`src/rtl/txw_pkg.sv`:
```
`timescale 1ns/1ps
package txw_pkg;

    localparam int ADDR_W = 16;
    localparam int CNT_W  = 12;
    localparam int LEN_W  = CNT_W + 1;

    typedef struct packed {
        logic              own;
        logic              stp;
        logic              enp;
        logic              def;
        logic              bpe;
        logic              buff;
        logic              uflo;
        logic [3:0]        ones;
        logic [CNT_W-1:0]  bcnt;
        logic [ADDR_W-1:0] addr;
    } txd_t;

    localparam int DESC_W = $bits(txd_t);

    typedef enum logic {
        W_SEEK = 1'b0,
        W_SEND = 1'b1
    } wstate_t;

    // Negated count to byte length; zero count maps to the full 2**CNT_W.
    function automatic logic [LEN_W-1:0] buf_bytes(input logic [CNT_W-1:0] c);
        return LEN_W'(1 << CNT_W) - {1'b0, c};
    endfunction

endpackage

```
`src/rtl/txw_desc_ram.sv`:
```
`timescale 1ns/1ps
module txw_desc_ram
    import txw_pkg::*;
#(
    parameter int RING = 8,
    localparam int IW  = $clog2(RING)
) (
    input  logic          clk,
    input  logic          rst,
    input  logic          hw_en,
    input  logic [IW-1:0] hw_idx,
    input  txd_t          hw_d,
    input  logic          wb_en,
    input  logic [IW-1:0] wb_idx,
    input  txd_t          wb_d,
    input  logic [IW-1:0] ra_idx,
    output txd_t          ra_d,
    input  logic [IW-1:0] rb_idx,
    output logic          rb_own,
    input  logic [IW-1:0] rh_idx,
    output txd_t          rh_d
);

    txd_t mem [RING];

    always_ff @(posedge clk) begin
        if (rst) begin
            for (int i = 0; i < RING; i++) mem[i] <= '0;
        end else begin
            if (hw_en) mem[hw_idx] <= hw_d;
            // walker writeback is placed last so it wins a same-entry clash
            if (wb_en) mem[wb_idx] <= wb_d;
        end
    end

    assign ra_d   = mem[ra_idx];
    assign rb_own = mem[rb_idx].own;
    assign rh_d   = mem[rh_idx];

    AST_WB_CLEARS_OWN: assert property (@(posedge clk) disable iff (rst)
        wb_en |-> !wb_d.own);
    AST_WB_KEEPS_HOST: assert property (@(posedge clk) disable iff (rst)
        wb_en |-> (wb_d.bcnt == mem[wb_idx].bcnt && wb_d.stp == mem[wb_idx].stp
                   && wb_d.enp == mem[wb_idx].enp && wb_d.addr == mem[wb_idx].addr));
    AST_BUFF_WITH_UFLO: assert property (@(posedge clk) disable iff (rst)
        (wb_en && wb_d.buff) |-> wb_d.uflo);

endmodule

```
`src/rtl/txw_walker.sv`:
```
`timescale 1ns/1ps
module txw_walker
    import txw_pkg::*;
#(
    parameter int IW = 3
) (
    input  logic              clk,
    input  logic              rst,
    input  txd_t              cur_d,
    input  logic              nxt_own,
    input  logic              restart,
    input  logic              recover,
    input  logic              par_en,
    input  logic              chan_busy,
    input  logic              par_err,
    input  logic              fifo_uflo,
    input  logic              buf_done,
    output logic [IW-1:0]     idx,
    output logic [IW-1:0]     nidx,
    output logic              wb_en,
    output txd_t              wb_d,
    output logic              buf_valid,
    output logic [ADDR_W-1:0] buf_addr,
    output logic [LEN_W-1:0]  buf_len,
    output logic              buf_sof,
    output logic              buf_eof,
    output logic              tx_on
);

    wstate_t st;
    logic    def_q, bpe_q;
    logic    sending, def_now, bpe_now;
    logic    uf, fin, last, chain_ok, berr, err;

    assign sending  = (st == W_SEND);
    assign def_now  = def_q | (sending & chan_busy);
    assign bpe_now  = bpe_q | (sending & par_err & par_en);
    assign uf       = sending & fifo_uflo;
    assign fin      = sending & buf_done & !fifo_uflo;
    assign last     = fin & cur_d.enp;
    assign chain_ok = fin & !cur_d.enp & nxt_own;
    assign berr     = fin & !cur_d.enp & !nxt_own;
    assign err      = uf | berr;
    assign nidx     = idx + 1'b1;

    always_comb begin
        wb_en     = uf | fin;
        wb_d      = cur_d;
        wb_d.own  = 1'b0;
        wb_d.def  = (last | err) & def_now;
        wb_d.bpe  = (last | err) & bpe_now;
        wb_d.buff = berr;
        wb_d.uflo = err;
    end

    always_ff @(posedge clk) begin
        if (rst) begin
            st    <= W_SEEK;
            idx   <= '0;
            tx_on <= 1'b1;
            def_q <= 1'b0;
            bpe_q <= 1'b0;
        end else begin
            if (restart) tx_on <= 1'b1;
            case (st)
                W_SEEK: begin
                    if (tx_on && cur_d.own) begin
                        if (cur_d.stp) begin
                            st    <= W_SEND;
                            def_q <= 1'b0;
                            bpe_q <= 1'b0;
                        end else begin
                            idx <= nidx;
                        end
                    end
                end
                W_SEND: begin
                    def_q <= def_now;
                    bpe_q <= bpe_now;
                    if (chain_ok) idx <= nidx;
                    if (last || err) begin
                        idx <= nidx;
                        st  <= W_SEEK;
                    end
                    if (err && !recover) tx_on <= 1'b0;
                end
                default: st <= W_SEEK;
            endcase
        end
    end

    assign buf_valid = sending;
    assign buf_addr  = cur_d.addr;
    assign buf_len   = buf_bytes(cur_d.bcnt);
    assign buf_sof   = cur_d.stp;
    assign buf_eof   = cur_d.enp;

    AST_LEN_RANGE: assert property (@(posedge clk) disable iff (rst)
        buf_valid |-> (buf_len != '0 && buf_len <= LEN_W'(1 << CNT_W)));
    AST_STOP_NO_VALID: assert property (@(posedge clk) disable iff (rst)
        !tx_on |-> !buf_valid);
    AST_RESTART_ONLY: assert property (@(posedge clk) disable iff (rst)
        $rose(tx_on) |-> $past(restart));
    AST_IDX_STEP: assert property (@(posedge clk) disable iff (rst)
        !$stable(idx) |-> idx == IW'($past(idx) + 1'b1));
    AST_UFLO_TRUNC: assert property (@(posedge clk) disable iff (rst)
        (buf_valid && fifo_uflo) |=> !buf_valid);

endmodule

```
`src/rtl/txw_chain_walker.sv`:
```
`timescale 1ns/1ps
module txw_chain_walker
    import txw_pkg::*;
#(
    parameter int RING = 8,
    localparam int IW  = $clog2(RING)
) (
    input  logic              clk,
    input  logic              rst,
    input  logic              host_we,
    input  logic [IW-1:0]     host_widx,
    input  logic [DESC_W-1:0] host_wdesc,
    input  logic [IW-1:0]     host_ridx,
    output logic [DESC_W-1:0] host_rdesc,
    input  logic              restart,
    input  logic              uflo_recover,
    input  logic              par_en,
    input  logic              chan_busy,
    input  logic              par_err,
    input  logic              fifo_uflo,
    input  logic              buf_done,
    output logic              buf_valid,
    output logic [ADDR_W-1:0] buf_addr,
    output logic [LEN_W-1:0]  buf_len,
    output logic              buf_sof,
    output logic              buf_eof,
    output logic              tx_on,
    output logic [IW-1:0]     cur_idx
);

    txd_t          cur_d, wb_d, rh_d;
    logic          nxt_own, wb_en;
    logic [IW-1:0] idx, nidx;

    txw_desc_ram #(.RING(RING)) u_ram (
        .clk    (clk),
        .rst    (rst),
        .hw_en  (host_we),
        .hw_idx (host_widx),
        .hw_d   (txd_t'(host_wdesc)),
        .wb_en  (wb_en),
        .wb_idx (idx),
        .wb_d   (wb_d),
        .ra_idx (idx),
        .ra_d   (cur_d),
        .rb_idx (nidx),
        .rb_own (nxt_own),
        .rh_idx (host_ridx),
        .rh_d   (rh_d)
    );

    txw_walker #(.IW(IW)) u_walk (
        .clk       (clk),
        .rst       (rst),
        .cur_d     (cur_d),
        .nxt_own   (nxt_own),
        .restart   (restart),
        .recover   (uflo_recover),
        .par_en    (par_en),
        .chan_busy (chan_busy),
        .par_err   (par_err),
        .fifo_uflo (fifo_uflo),
        .buf_done  (buf_done),
        .idx       (idx),
        .nidx      (nidx),
        .wb_en     (wb_en),
        .wb_d      (wb_d),
        .buf_valid (buf_valid),
        .buf_addr  (buf_addr),
        .buf_len   (buf_len),
        .buf_sof   (buf_sof),
        .buf_eof   (buf_eof),
        .tx_on     (tx_on)
    );

    assign host_rdesc = rh_d;
    assign cur_idx    = idx;

endmodule

```
`config.mk`:
```
export PLATFORM = sky130hd
export DESIGN_NAME = txw_chain_walker
export DESIGN_NICKNAME = d
export VERILOG_FILES = /design/src/rtl/txw_pkg.sv /design/src/rtl/txw_desc_ram.sv /design/src/rtl/txw_walker.sv /design/src/rtl/txw_chain_walker.sv
export SDC_FILE = /design/constraint.sdc
export NUM_CORES = 1
export LEC_CHECK = 0
export ABC_AREA = 1
export BUFFER_PORTS_ARGS = -buffer_cell sky130_fd_sc_hd__buf_4
export CORE_MARGIN = 2
export CORE_UTILIZATION = 29
export DETAILED_ROUTE_END_ITERATION = 16
export HOLD_SLACK_MARGIN = 0.08
export PLACE_DENSITY = 0.45
export SKIP_CTS_REPAIR_TIMING = 1
export SLEW_MARGIN = 40
export SYNTH_ARGS = -nofsm -noshare
export SYNTH_HDL_FRONTEND = slang
export SYNTH_SLANG_ARGS = --single-unit
```
`constraint.sdc`:
```
create_clock -name clk -period 3.1 [get_ports clk]
set_input_delay 0.465 -clock clk [delete_from_list [all_inputs] [get_ports clk]]
set_output_delay 0.465 -clock clk [all_outputs]
set_load 0.02 [all_outputs]
```
==> flow_summary.ini <==
[clock_tree]
clock_sinks = 322
clock_latency_ns = 0.57
cts_tree = built
clk_pin_slew_ns = 0.06
clockBufferDepth = 3
root_buffer = clkbuf_16
cts_made_buffers = 39
cts_max_level = 2

[worst_hold_path]
hold_start = restart
hold_depth = 3
holdPathEnd = u_walk.tx_on
hp-class = in -> reg

[global_routing]
overflow = 0
grt_max_degree = 131
antenna_found_initial = 5
first_global_vias = 17600
grt.total_usage_pct = 22.3
grt_pass1_wl_um = 116000

[floorplanning]
start_util_pct = 29.2
ios = 130
placementRows = 96
die_width_um = 266
die_h_um = 266
die-area_mm2 = 0.0707
core_mm2 = 0.0682

[finish]
area_delta_synth_final_pct = 16.1
drive_gt1_share_pct = 15.1
final_area_mm2 = 0.0231
fin_nets = 2512

[timing]
tightest_slew_ns = 0.867
fin_worst_skew_ns = 0.0235
slew_violations = 0
fmax_mhz = 337
relSlewSlack_pct = 42.2
tns_ns = 0
hold_viol = 0
rsz0062_at_grt = no
fin_crit_sh_pct = 95.7
min_period_ns = 2.97
holdWs_ns = 0.121
setup_viol = 0

[synth]
async_flop_share_pct = 0
synth_area_leaders = edfxtp_1, nand3_1, o21ai_0
synth.cell_area_mm2 = 0.0199
synthTopCellsByCount = nand3_1, o21ai_0, edfxtp_1
synthMuxAreaShare_pct = 0
ys_ff_latch = 322
syn_avg_cell_area_um2 = 8.09
yosysSeqAreaShare_pct = 47.7
yosysWarnings = 0
synth_xor_area_share_pct = 0.352
synthCells = 2459
syn-num-nets = 2516
synth_largest_area_cell = edfxtp_1
synthDistinctLibCells = 35
synthSimpleGateAreaFrac_pct = 20.8
synth_most_common_cell = nand3_1
synth_top_family_by_area = simple AND/OR/NAND/NOR gates
synthAdderAreaFrac_pct = 0.126
synth_compound_gate_area_share_pct = 20.7
synthFlopType = edfxtp_1
synth_edf_count = 304
synth_top_area_share_pct = 45.9

[critical_path]
rr_worst_depth = 13
start_kind = flip-flop
critPathMaxFanout = 7
critPathCaptureType = output port
required_ns = 2.63
ff2ff_setup_slack_ns = 0.61
worst-endpoint-arrival_ns = 2.50
crit_type = reg -> out

[placed_design]
port_buffers = 129
dp_hpwl_um = 46000
dpl-instance-area_mm2 = 0.0217
place_congestion = 0.835

[routing]
wl_per_cell_um = 24.2
first_iter_violations = 2113
drt_pre_antenna_iters = 5
vias = 18700
drtAntennaViolNets = 0
drc_errors = 0
drt-total-wl_um = 81400
via_per_inst = 5.55

[outcome]
status = complete, no violations

[power]
p_leak_nw = 8.42
vdd_drop_max_mv = 0.364
total_power_mw = 14.7
powerDensity_mw_per_mm2 = 636

[flow_run]
max_cap_viol_count = 0
==> cell usage in the layout, fill, tap and decap left out, types with 2 or more instances in the layout <==
master and n:
inv_4 2, nand3_2 8, xor2_1 5, dfxtp_1 15, o21ai_2 5, nor2_1 124
o22ai_1 5, o21ai_0 339, dfxtp_4 2, buf_4 186, nand2_1 276, buf_6 4
xnor2_1 3, nor2_2 10, buf_12 22, nor2_4 14, edfxtp_1 304, nand2_4 8
clkinv_1 4, o211ai_1 69, clkinv_2 5, clkinvlp_4 4, buf_8 2, clkbuf_1 10
o21ai_1 167, a31oi_1 39, nand4_1 5, clkbuf_16 42, a21oi_1 131, inv_2 13
bufinv_16 5, nand3_1 415, inv_1 185, nand2_2 35, a221oi_1 9
==> critical path: stages, from the launching register on <==
cell	delay [ns]
dfxtp_4	0.39
clkbuf_4	0.19
o211ai_1	0.18
nand2_1	0.07
nand2_1	0.07
nand2_2	0.13
clkinv_4	0.09
ha_2	0.19
nand2_1	0.07
nor2_2	0.15
nand2_1	0.08
xnor2_1	0.15
buf_4	0.16
==> power breakdown <==
group | total (mW) | internal, mW | switching, mW
registers | 5.21 | 5.05 | 0.158
logic | 4.69 | 1.42 | 3.28
clock network | 4.79 | 2.85 | 1.94
==> metal layers <==
layer	vias up	GRT usage (%)	part of all wire, %
met4	4	7.53	3.1
met1	9031	29.6	42
met2	860	36.9	47
met3	150	3.39	8.0
li1	8634	-	-
met5	-	0	0.033
==> flip-flops by register name, indices dropped and copies added (netlist names), named ones only <==
signal	flops
u_ram.mem	312
u_walk.idx	3
u_walk.bpe_q	1
u_walk.buf_valid	1
u_walk.def_q	1
u_walk.tx_on	1
==> cell type report <==
cell class / count / area (um2)
well taps: 882 / 1100
fillers: 7095 / 45100
clock inverters: 17 / 213
clock buffers: 52 / 1080
inverters: 202 / 772
diodes: 1 / 2.50
flip-flops and latches: 322 / 9500
multi-input cells: 1673 / 8460
repair buffers: 217 / 1970
==> through the flow <==
step           std cells  setup slack, ns  utilization [%]
5_1_grt             3366          0.00304             33.9
6_report            3366            0.133             33.9
3_3_place_gp        3288            0.447             31.7
2_1_floorplan       2459            0.278                -
4_1_cts             3357          -0.0982             33.6
3_5_place_dp        3288            0.398             31.7
==> logic make-up after synthesis <==
family	Yosys count
XOR/XNOR	8
AND/OR/NAND/NOR	897
flip-flops	322
AO/OA/AOI/OAI	766
buffers and inverters	464
adder cells (fa/ha/maj)	2
==> worst max path at each step <==
stage / from / endpoint / slack (ns)
2_1_floorplan: u_walk.idx[0] / u_ram.mem[6][0] / 0.28
3_3_place_gp: host_ridx[2] / host_rdesc[33] / 0.45
3_5_place_dp: host_ridx[2] / host_rdesc[33] / 0.40
4_1_cts: flip-flop / buf_len[6] / -0.1
5_1_grt: flip-flop / buf_len[6] / 0.003
6_report: flip-flop / buf_len[6] / 0.13
(Power assumes the default switching activity.)
